$ cat config.mk
export PLATFORM = sky130hd
export DESIGN_NAME = flash_buf_prog
export DESIGN_NICKNAME = d
export VERILOG_FILES = /design/src/rtl/fbp_pkg.sv /design/src/rtl/fbp_status_decode.sv /design/src/rtl/fbp_timer.sv /design/src/rtl/flash_buf_prog.sv
export SDC_FILE = /design/constraint.sdc
export NUM_CORES = 1
export LEC_CHECK = 0
export ABC_AREA = 1
export CAP_MARGIN = 15
export CORE_MARGIN = 2
export CORE_UTILIZATION = 45
export DETAILED_ROUTE_END_ITERATION = 7
export PLACE_DENSITY = 0.67
export SYNTH_ARGS = -nofsm -noshare
export SYNTH_HDL_FRONTEND = slang
export SYNTH_HIERARCHICAL = 1
export SYNTH_SLANG_ARGS = --single-unit
$ cat constraint.sdc
create_clock -name clk -period 2.4 [get_ports clk]
set_input_delay 0.48 -clock clk [delete_from_list [all_inputs] [get_ports clk]]
set_output_delay 0.48 -clock clk [all_outputs]
set_load 0.005 [all_outputs]
$ cat src/rtl/fbp_pkg.sv
package fbp_pkg;
  typedef enum logic [3:0] {
    ST_IDLE, ST_REQ, ST_BRD, ST_BWAIT, ST_BCHK, ST_CNT, ST_DATA,
    ST_CONF, ST_CRD, ST_CWAIT, ST_CCHK, ST_FIN
  } fbp_state_e;

  localparam logic [7:0] CMD_CLR     = 8'h50;
  localparam logic [7:0] CMD_BUFREQ  = 8'hE8;
  localparam logic [7:0] CMD_CONFIRM = 8'hD0;

  localparam logic [2:0] RES_OK      = 3'd0;
  localparam logic [2:0] RES_TIMEOUT = 3'd1;
  localparam logic [2:0] RES_PROG    = 3'd2;
  localparam logic [2:0] RES_VPP     = 3'd3;
  localparam logic [2:0] RES_SEQ     = 3'd4;
  localparam logic [2:0] RES_LOCKED  = 3'd5;
  localparam logic [2:0] RES_INVALID = 3'd6;
endpackage

$ cat src/rtl/fbp_status_decode.sv
module fbp_status_decode
  import fbp_pkg::*;
#(
  parameter int DATA_W = 16,
  parameter int CHIP_W = 8
) (
  input  logic [DATA_W-1:0] status,
  output logic              ready,
  output logic [2:0]        code
);
  localparam int LANES = DATA_W / CHIP_W;

  logic [LANES-1:0] rdy_l, seq_l, prg_l, vpp_l, lck_l;

  for (genvar g = 0; g < LANES; g++) begin : g_lane
    assign rdy_l[g] = status[g*CHIP_W + 7];
    assign seq_l[g] = status[g*CHIP_W + 5];
    assign prg_l[g] = status[g*CHIP_W + 4];
    assign vpp_l[g] = status[g*CHIP_W + 3];
    assign lck_l[g] = status[g*CHIP_W + 1];
  end

  always_comb begin
    ready = &rdy_l;
    if (|lck_l)      code = RES_LOCKED;
    else if (|seq_l) code = RES_SEQ;
    else if (|vpp_l) code = RES_VPP;
    else if (|prg_l) code = RES_PROG;
    else             code = RES_OK;
  end
endmodule

$ cat src/rtl/fbp_timer.sv
module fbp_timer #(
  parameter int LIMIT = 1000,
  localparam int W = $clog2(LIMIT + 1)
) (
  input  logic         clk,
  input  logic         rst,
  input  logic         clr,
  input  logic         en,
  output logic [W-1:0] value,
  output logic         expired
);
  always_ff @(posedge clk) begin
    if (rst || clr)                    value <= '0;
    else if (en && value != W'(LIMIT)) value <= value + 1'b1;
  end

  assign expired = (value == W'(LIMIT));

  AST_TMR_SATURATES: assert property (@(posedge clk) disable iff (rst)
    (expired && !clr) |=> expired);
endmodule

$ cat src/rtl/flash_buf_prog.sv
module flash_buf_prog
  import fbp_pkg::*;
#(
  parameter int ADDR_W    = 24,
  parameter int DATA_W    = 16,
  parameter int CHIP_W    = 8,
  parameter int BUF_BYTES = 32,
  parameter int CNT_W     = 8,
  parameter int TOUT_CYC  = 1000
) (
  input  logic              clk,
  input  logic              rst,
  input  logic              start,
  input  logic [ADDR_W-1:0] dest_addr,
  input  logic [ADDR_W-1:0] sect_addr,
  input  logic [CNT_W-1:0]  word_cnt,
  output logic              busy,
  output logic              done,
  output logic [2:0]        result,
  input  logic [DATA_W-1:0] in_data,
  input  logic              in_valid,
  output logic              in_ready,
  output logic [ADDR_W-1:0] fl_addr,
  output logic [DATA_W-1:0] fl_wdata,
  output logic              fl_we,
  output logic              fl_re,
  input  logic [DATA_W-1:0] fl_rdata
);
  localparam int PORT_BYTES = DATA_W / 8;
  localparam int LANES      = DATA_W / CHIP_W;
  localparam int MAX_WORDS  = BUF_BYTES * LANES / PORT_BYTES;
  localparam int TMR_W      = $clog2(TOUT_CYC + 1);
  localparam logic [ADDR_W-1:0] ALIGN_MASK = ~ADDR_W'(PORT_BYTES - 1);

  function automatic logic [DATA_W-1:0] lane_word(input logic [7:0] b);
    logic [DATA_W-1:0] w;
    w = '0;
    for (int l = 0; l < LANES; l++) w[l*CHIP_W +: 8] = b;
    return w;
  endfunction

  fbp_state_e        state;
  logic [ADDR_W-1:0] sect_q, baddr_q;
  logic [CNT_W-1:0]  left_q;
  logic [7:0]        cntm1_q;
  logic [2:0]        res_q;
  logic              st_ready;
  logic [2:0]        st_code;
  logic              tmr_clr, tmr_en, tmr_exp;
  logic [TMR_W-1:0]  tmr_val;
  logic              cnt_bad;

  assign cnt_bad  = (word_cnt == '0) || (word_cnt > CNT_W'(MAX_WORDS));
  assign busy     = (state != ST_IDLE);
  assign in_ready = (state == ST_DATA);
  assign tmr_clr  = (state == ST_REQ);
  assign tmr_en   = (state != ST_IDLE) && (state != ST_REQ) && (state != ST_FIN) &&
                    !((state == ST_DATA) && !in_valid);

  fbp_status_decode #(.DATA_W(DATA_W), .CHIP_W(CHIP_W)) u_dec (
    .status(fl_rdata), .ready(st_ready), .code(st_code)
  );

  fbp_timer #(.LIMIT(TOUT_CYC)) u_tmr (
    .clk(clk), .rst(rst), .clr(tmr_clr), .en(tmr_en),
    .value(tmr_val), .expired(tmr_exp)
  );

  always_ff @(posedge clk) begin
    if (rst) begin
      state    <= ST_IDLE;
      sect_q   <= '0;
      baddr_q  <= '0;
      left_q   <= '0;
      cntm1_q  <= '0;
      res_q    <= RES_OK;
      fl_addr  <= '0;
      fl_wdata <= '0;
      fl_we    <= 1'b0;
      fl_re    <= 1'b0;
      done     <= 1'b0;
      result   <= RES_OK;
    end else begin
      fl_we <= 1'b0;
      fl_re <= 1'b0;
      done  <= 1'b0;
      case (state)
        ST_IDLE: if (start) begin
          if (cnt_bad) begin
            done   <= 1'b1;
            result <= RES_INVALID;
          end else begin
            sect_q   <= sect_addr;
            baddr_q  <= dest_addr & ALIGN_MASK;
            left_q   <= word_cnt;
            cntm1_q  <= 8'(word_cnt - 1'b1);
            res_q    <= RES_OK;
            fl_we    <= 1'b1;
            fl_addr  <= sect_addr;
            fl_wdata <= lane_word(CMD_CLR);
            state    <= ST_REQ;
          end
        end
        ST_REQ: begin
          fl_we    <= 1'b1;
          fl_addr  <= sect_q;
          fl_wdata <= lane_word(CMD_BUFREQ);
          state    <= ST_BRD;
        end
        ST_BRD, ST_CRD: begin
          fl_re   <= 1'b1;
          fl_addr <= sect_q;
          state   <= (state == ST_BRD) ? ST_BWAIT : ST_CWAIT;
        end
        ST_BWAIT: state <= ST_BCHK;
        ST_CWAIT: state <= ST_CCHK;
        ST_BCHK: begin
          if (st_ready) state <= ST_CNT;
          else if (tmr_exp) begin
            res_q <= RES_TIMEOUT;
            state <= ST_FIN;
          end else state <= ST_BRD;
        end
        ST_CNT: begin
          fl_we    <= 1'b1;
          fl_addr  <= sect_q;
          fl_wdata <= lane_word(cntm1_q);
          state    <= ST_DATA;
        end
        ST_DATA: if (in_valid) begin
          fl_we    <= 1'b1;
          fl_addr  <= baddr_q;
          fl_wdata <= in_data;
          baddr_q  <= baddr_q + ADDR_W'(PORT_BYTES);
          left_q   <= left_q - 1'b1;
          if (left_q == CNT_W'(1)) state <= ST_CONF;
        end
        ST_CONF: begin
          fl_we    <= 1'b1;
          fl_addr  <= sect_q;
          fl_wdata <= lane_word(CMD_CONFIRM);
          state    <= ST_CRD;
        end
        ST_CCHK: begin
          if (st_ready) begin
            res_q <= st_code;
            state <= ST_FIN;
          end else if (tmr_exp) begin
            res_q <= RES_TIMEOUT;
            state <= ST_FIN;
          end else state <= ST_CRD;
        end
        ST_FIN: begin
          fl_we    <= 1'b1;
          fl_addr  <= sect_q;
          fl_wdata <= lane_word(CMD_CLR);
          done     <= 1'b1;
          result   <= res_q;
          state    <= ST_IDLE;
        end
        default: state <= ST_IDLE;
      endcase
    end
  end

  AST_INVALID_NO_BUS: assert property (@(posedge clk) disable iff (rst)
    (start && state == ST_IDLE && cnt_bad) |=>
      (done && result == RES_INVALID && !fl_we && !fl_re));
  AST_STALL_HOLDS: assert property (@(posedge clk) disable iff (rst)
    (state == ST_DATA && !in_valid) |=>
      (!fl_we && $stable(baddr_q) && $stable(tmr_val)));
  AST_RW_EXCLUSIVE: assert property (@(posedge clk) disable iff (rst)
    !(fl_we && fl_re));
  AST_DONE_WITH_CLEAR: assert property (@(posedge clk) disable iff (rst)
    (done && result != RES_INVALID) |-> (fl_we && fl_wdata == lane_word(CMD_CLR)));
  AST_BUSY_IGNORES_START: assert property (@(posedge clk) disable iff (rst)
    (start && busy && state != ST_FIN) |=> (busy && $stable(sect_q)));
  AST_READY_ONLY_DATA: assert property (@(posedge clk) disable iff (rst)
    in_ready |-> (!fl_re && busy));
endmodule

==> impl_metrics.tcl, run 1 <==
set metrics [dict create \
    finalSetupViolations 0 \
    detail-route-antenna-nets 0 \
    drt_first_iter_violations 680 \
    crit_path_cell_trace "nor2_2 -> inv_2 -> nor2_4 -> inv_2 -> clkdlybuf4s50_1" \
    gr_ovfl_total 0 \
    pwr-share-clk 0.432 \
    largest_vdd_supply_drop_mv 0.539 \
    synth_top_area_share 0.355 \
    setup_repair_after_global_routing_missed_its_margin "false" \
    groute.usage.overall 0.250 \
    drt_pass1_iterations 5 \
    io_buffer_count 132 \
    maxSlewHeadroom 0.669 \
    first_pass_grt_wire_length_um 32900 \
    initial_core_utilization 0.464 \
    worstPathRequired_ps 1920 \
    max_freq_mhz 438 \
    p_per_area_nw_per_um2 664 \
    crit-reg2reg-launch "state[2]" \
    cts.repair_timing.setup_buffer_count 0 \
    first_global_vias 6790 \
    worstSetupStartpointType "flop" \
    power.share.sequential 0.384 \
    worst-path-max-fanout 6 \
    worstSkewPairLatency_ps 420 \
    floorplan.die_area_um2 16800 \
    timing.clock.skew_ps 6.94 \
    fin_nets 1406 \
    postLayoutCoreUtil 0.610 \
    crit_path_start "state[2]" \
    die_w_um 130 \
    antennaDiodeCount 0 \
    netlist_top_cells_count "nand2_1, nor2_1, inv_1" \
    crit_path_to "busy" \
    synthCells 1183 \
    min_period_over_period 0.951 \
    timing.reg2reg.worst_path_depth 10 \
    flip_flop_and_latch_count_after_synthesis 126 \
    r2r_slack_ps 480 \
    crit_path_top_delay_cell "clkdlybuf4s50_1" \
    cts.root.buffer_cell "clkbuf_16" \
    core_area_um2 15300 \
    post-route-drc-count 0 \
    ys_dominant_reg_cell "dfxtp_1" \
    avgSynthCellArea_um2 6.01 \
    clkSlewWorstSetupHoldPaths_ps 50 \
    yosys-top-cells-area "dfxtp_1, nand2_1, nor2_1" \
    critical-path-max-stage-delay_ps 460 \
    post-synth-top-count-cell "nand2_1" \
    mappedNetlistNets 1281 \
    cts.hold.buffers_added 0 \
    share_of_cells_above_drive_strength_1 0.0591 \
    r2r-end "fl_addr[3]" \
    finalHoldViolCount 0 \
    netlist-cell-type-count 34 \
    yosysWarnings 6 \
    worst_slew_pin_slew_ps 494 \
    ys_seq_area_frac 0.355 \
    synth-async-reset-ratio 0 \
    areaGrowthSynthToFinish_pct 31.4 \
    via_count 7597 \
    ios 140 \
    detail_route.wirelength_um 20600 \
    post_cts_resize_count 0 \
    post_drt_via_cell_ratio 4.96 \
    comb_power_share 0.184 \
    net-switching-power_mw 1.64 \
    synth_enable_flop_cells 0 \
    cap_violations 0 \
    rows 45 \
    worst_path_most_repeated_cell "inv_2" \
    average_wire_length_per_cell_after_detail_routing_um 13.5 \
    cts.sinks 126 \
    fin_setup_tns_ps 0 \
    grt_max_degree 82 \
    design_internal_power_mw 4.56 \
    setup.worst_path.class "reg -> out" \
    post_synthesis_instance_area_um2 7110 \
    synth_top_cell_by_area "dfxtp_1" \
    finalCriticalPeriod_ps 2280 \
    antenna_violations_before_repair 1 \
    place_hpwl_um 14300 \
    n_fill_cell 1550 \
    timing.critical_path.arrival_ps 1800 \
    finalMaxSlewViolations 0 \
    tritoncts "yes" \
    status "complete, no violations" \
    holdCritPathClass "reg -> reg" \
    switching_share 0.265 \
    critPathCaptureType "output pin" \
    cts-root-to-sink-buffers 2 \
    cts-buffers-inserted 17 \
    total_leakage_power_nw 4.23 \
    htree_num_levels 4 \
    die_h_um 130 \
    globalplace.congestion 0.888 \
]
[worst min-delay path by stage]
stage	start	depth (start not counted)	endpoint
after floorplan	cntm1_q[6]	2	cntm1_q[6]
after global placement	cntm1_q[6]	2	cntm1_q[6]
after detailed placement	cntm1_q[6]	2	cntm1_q[6]
after CTS	cntm1_q[6]	2	cntm1_q[6]
after global routing	cntm1_q[6]	2	cntm1_q[6]
final	cntm1_q[6]	2	cntm1_q[6]
[placed cells by master, fill, tap and decap left out, drive strengths merged]
cell type / n
dfxtp: 126
a211oi: 1
clkbuf: 26
nand2: 360
xnor2: 2
nor3: 6
o21ai: 63
o21bai: 1
nor4: 1
o31ai: 1
o22ai: 1
nand3b: 2
buf: 24
bufinv: 3
nand3: 85
nor2: 241
a21oi: 47
o211ai: 6
clkinvlp: 1
clkdlybuf4s50: 132
inv: 138
clkinv: 1
ha: 6
xor2: 6
a31oi: 1
nand4: 39
[routing by layer]
layer	wire length (um)	GRT usage	share of wire	up-vias
met1	9070	0.313	0.44	3384
met3	1120	0.0566	0.054	32
met2	9890	0.420	0.48	213
met4	557	0.0936	0.027	0
met5	0	0	0	-
li1	-	-	-	3968
[cells by family (layout without fill, tap and decap cells)]
group,count (synthesis),after routing,share of synthesized area
simple gates,734,734,0.429
buf+inv,188,325,0.106
flops,126,126,0.355
compound gates,121,121,0.0892
xor+xnor,8,8,0.00985
fa+ha+maj,6,6,0.0106
[worst max-delay path: cells and delay by family (launching register included)]
kind / cells / cell delay (ps)
buffers and inverters: 3 / 640
and+or+nand+nor: 2 / 390
DFF: 1 / 360
[sequential cells by signal, indices dropped and copies added (netlist names)]
name,flops
result,3
state,4
fl_re,1
cntm1_q,8
fl_we,1
done,1
fl_addr,24
baddr_q,23
fl_wdata,16
sect_q,24
res_q,3
left_q,8
u_tmr/value,10
[metrics by stage]
| stage | setup slack [ps] | power (mW) | hold WS [ps] | instances | cell area, um2 |
|---|---|---|---|---|---|
| 2_1_floorplan | 454 | 3.05 | 416 | 1183 | 7110 |
| 3_3_place_gp | 30.8 | 3.55 | 424 | 1500 | 8730 |
| 3_5_place_dp | 21.3 | 3.56 | 424 | 1500 | 8730 |
| 4_1_cts | 111 | 6.25 | 437 | 1531 | 9350 |
| 5_1_grt | 47.7 | 6.53 | 457 | 1531 | 9350 |
| 6_report | 117 | 6.21 | 437 | 1531 | 9350 |
[cell type report]
type,instances,area [um2],share of cell area
clock buffers,26,509,0.0545
clock inverters,5,103,0.0110
multi-input cells,869,3840,0.411
inverters,138,518,0.0554
well taps,211,264,0.0282
flip-flops and latches,126,2520,0.270
repair buffers,156,1590,0.170
[power by group through the flow]
stage / combinational (mW) / clock, mW / sequential [mW]
after global routing: 1.30 / 2.83 / 2.40
after CTS: 1.15 / 2.72 / 2.38
after floorplan: 0.644 / 0 / 2.41
after detailed placement: 1.14 / 0 / 2.42
after global placement: 1.13 / 0 / 2.42
final: 1.14 / 2.68 / 2.38
(Power assumes the default switching activity.)
==> run 2, diff against run 1 <==
GPL_TIMING_DRIVEN = 0   (was not set)
PLACE_DENSITY = 0.76   (was 0.67)
==> run 2 against run 1 <==
  * Setup slack lost 40 ps
  * Design area grew 1.3%
  * Global-route usage grew 2.2 points
  * Critical path depth is the same
  * Cell count grew 1.9%
  * Count of clock-buffer cells in the layout shrank 5
  * Critical endpoint is now in_ready
  * Highest routed layer unchanged
==> impl_metrics.tcl, run 2 (synthesis results as in run 1) <==
set metrics [dict create \
    total_leakage_power_nw 4.28 \
    timing.clock.skew_ps 6.41 \
    final_cells 1560 \
    setup.worst_path.class "reg -> out" \
    timing.reg2reg.worst_path_depth 11 \
    ios 140 \
    htree_num_levels 4 \
    io_buffer_count 132 \
    mostFrequentLayoutCell "nand2_1" \
    net-switching-power_mw 1.73 \
    areaGrowthSynthToFinish_pct 33.1 \
    crit_path_top_delay_cell "clkdlybuf4s50_1" \
    place_hpwl_um 16800 \
    share_of_cells_above_drive_strength_1 0.0660 \
    clkSlewWorstSetupHoldPaths_ps 60 \
    holdCritPathClass "reg -> reg" \
    dp_worst_setup_slack_ps -508 \
    pwr-share-clk 0.465 \
    grt_max_degree 20 \
    drt_first_iter_violations 729 \
    p_per_area_nw_per_um2 703 \
    first_global_vias 7292 \
    via_count 8003 \
    switching_share 0.260 \
    largest_vdd_supply_drop_mv 0.567 \
    worstSetupStartpointType "flop" \
    drt_pass1_iterations 5 \
    first_pass_grt_wire_length_um 35500 \
    globalplace.congestion 0.898 \
    status "complete, no violations" \
    n_fill_cell 1497 \
    worst_slew_pin_slew_ps 677 \
    die_w_um 130 \
    post-route-drc-count 0 \
    finalMaxSlewViolations 0 \
    whs_path_depth 2 \
    die_h_um 130 \
    cts.root.buffer_cell "clkbuf_16" \
    post_drt_via_cell_ratio 5.13 \
    cts.sinks 126 \
    timing.hold.worst_endpoint "cntm1_q[6]" \
    layout_top_registers "fl_addr: 24 flops, sect_q: 24 flops, baddr_q: 23 flops" \
    fin_nets 1434 \
    final_critical_path_setup_slack_ps 77.1 \
    worstSkewPairLatency_ps 430 \
    tritoncts "yes" \
    crit_path_start "state[3]" \
    cts-buffers-inserted 17 \
    place_inst 1526 \
    placed_instance_area_um2 8700 \
    rows 45 \
    floorplan.die_area_um2 16800 \
    comb_power_share 0.176 \
    postLayoutCoreUtil 0.618 \
    worstPathRequired_ps 1920 \
    finish.instance_area_um2 9460 \
    cts.hold.buffers_added 0 \
    critical-path-top-delay-family "buffers and inverters" \
    gr_ovfl_total 0 \
    worst-path-max-fanout 13 \
    maxSlewHeadroom 0.549 \
    cts-root-to-sink-buffers 2 \
    hold_path.startpoint "cntm1_q[6]" \
    r2r_slack_ps 270 \
    antenna_violations_before_repair 0 \
    detail-route-antenna-nets 0 \
    finalCriticalPeriod_ps 2320 \
    layout_common_cells "nand2_1, nor2_1, clkdlybuf4s50_1, inv_1, dfxtp_1" \
    finalSetupViolations 0 \
    core_area_um2 15300 \
    min_period_over_period 0.968 \
    worst-path-buf-inv 3 \
    fin_setup_tns_ps 0 \
    cap_violations 0 \
    initial_core_utilization 0.464 \
    average_wire_length_per_cell_after_detail_routing_um 14.5 \
    max_freq_mhz 430 \
    critical-path-max-stage-delay_ps 500 \
    r2r-end "u_tmr/value[5]" \
    finalHoldViolCount 0 \
    design_internal_power_mw 4.93 \
    antennaDiodeCount 0 \
    groute.usage.overall 0.272 \
    detail_route.wirelength_um 22600 \
    crit-reg2reg-launch "state[3]" \
    timing.critical_path.arrival_ps 1840 \
    critPathCaptureType "output pin" \
    power.share.sequential 0.359 \
    crit_path_cell_trace "inv_2 -> nand2_1 -> nor2_4 -> buf_12 -> clkdlybuf4s50_1" \
]
## run 2: how the worst max path moves through the flow
stage / to / slack, ps / cells past startpoint
detailed placement: fl_addr[3] / -510 / 12
CTS: fl_addr[3] / 8 / 12
floorplan: fl_addr[11] / 450 / 11
global route: fl_addr[4] / -10 / 12
global placement: fl_addr[3] / -480 / 12
finish: in_ready / 80 / 5
## run 2: cell type report
class,count,area [um2],share of cell area
Multi-Input combinational cell,869,3850,0.407
Tap cell,211,264,0.0279
Inverter,138,518,0.0547
Sequential cell,126,2520,0.267
Clock inverter,11,234,0.0247
Buffer,49,262,0.0276
Clock buffer,21,470,0.0497
Timing Repair Buffer,135,1340,0.142
## run 2: tightest hold or removal path, delay by kind of cell (launching register included)
family | cells | cell delay (ps)
flip-flops | 1 | 310
AND/OR/NAND/NOR | 2 | 90
## run 2: per-layer routing
layer | up-vias | global-route usage | wire length [um]
li1 | 4018 | - | -
met1 | 3594 | 0.350 | 9430
met2 | 343 | 0.443 | 10400
met3 | 48 | 0.0623 | 2000
met4 | 0 | 0.107 | 710
met5 | - | 0 | 0
## run 2: metrics by stage
step	power [mW]	hold WS, ps
final	6.65	442
after global routing	6.92	465
after CTS	6.65	441
after detailed placement	3.57	431
after global placement	3.55	423
after floorplan	3.05	416
## run 2: power by group through the flow
| stage | registers, mW | clock network (mW) | logic, mW |
|---|---|---|---|
| floorplan | 2.41 | 0 | 0.644 |
| global placement | 2.42 | 0 | 1.13 |
| detailed placement | 2.43 | 0 | 1.14 |
| CTS | 2.39 | 3.11 | 1.16 |
| global route | 2.41 | 3.21 | 1.31 |
| finish | 2.39 | 3.10 | 1.17 |
## run 2: repair_timing
item / 4_1_cts / 5_1_grt
setup buffers: 2 / 1
pin swaps: 2 / 2
resized for setup: 4 / 16
endpoints found under the setup margin: 4 / 48
gates cloned: 0 / 0
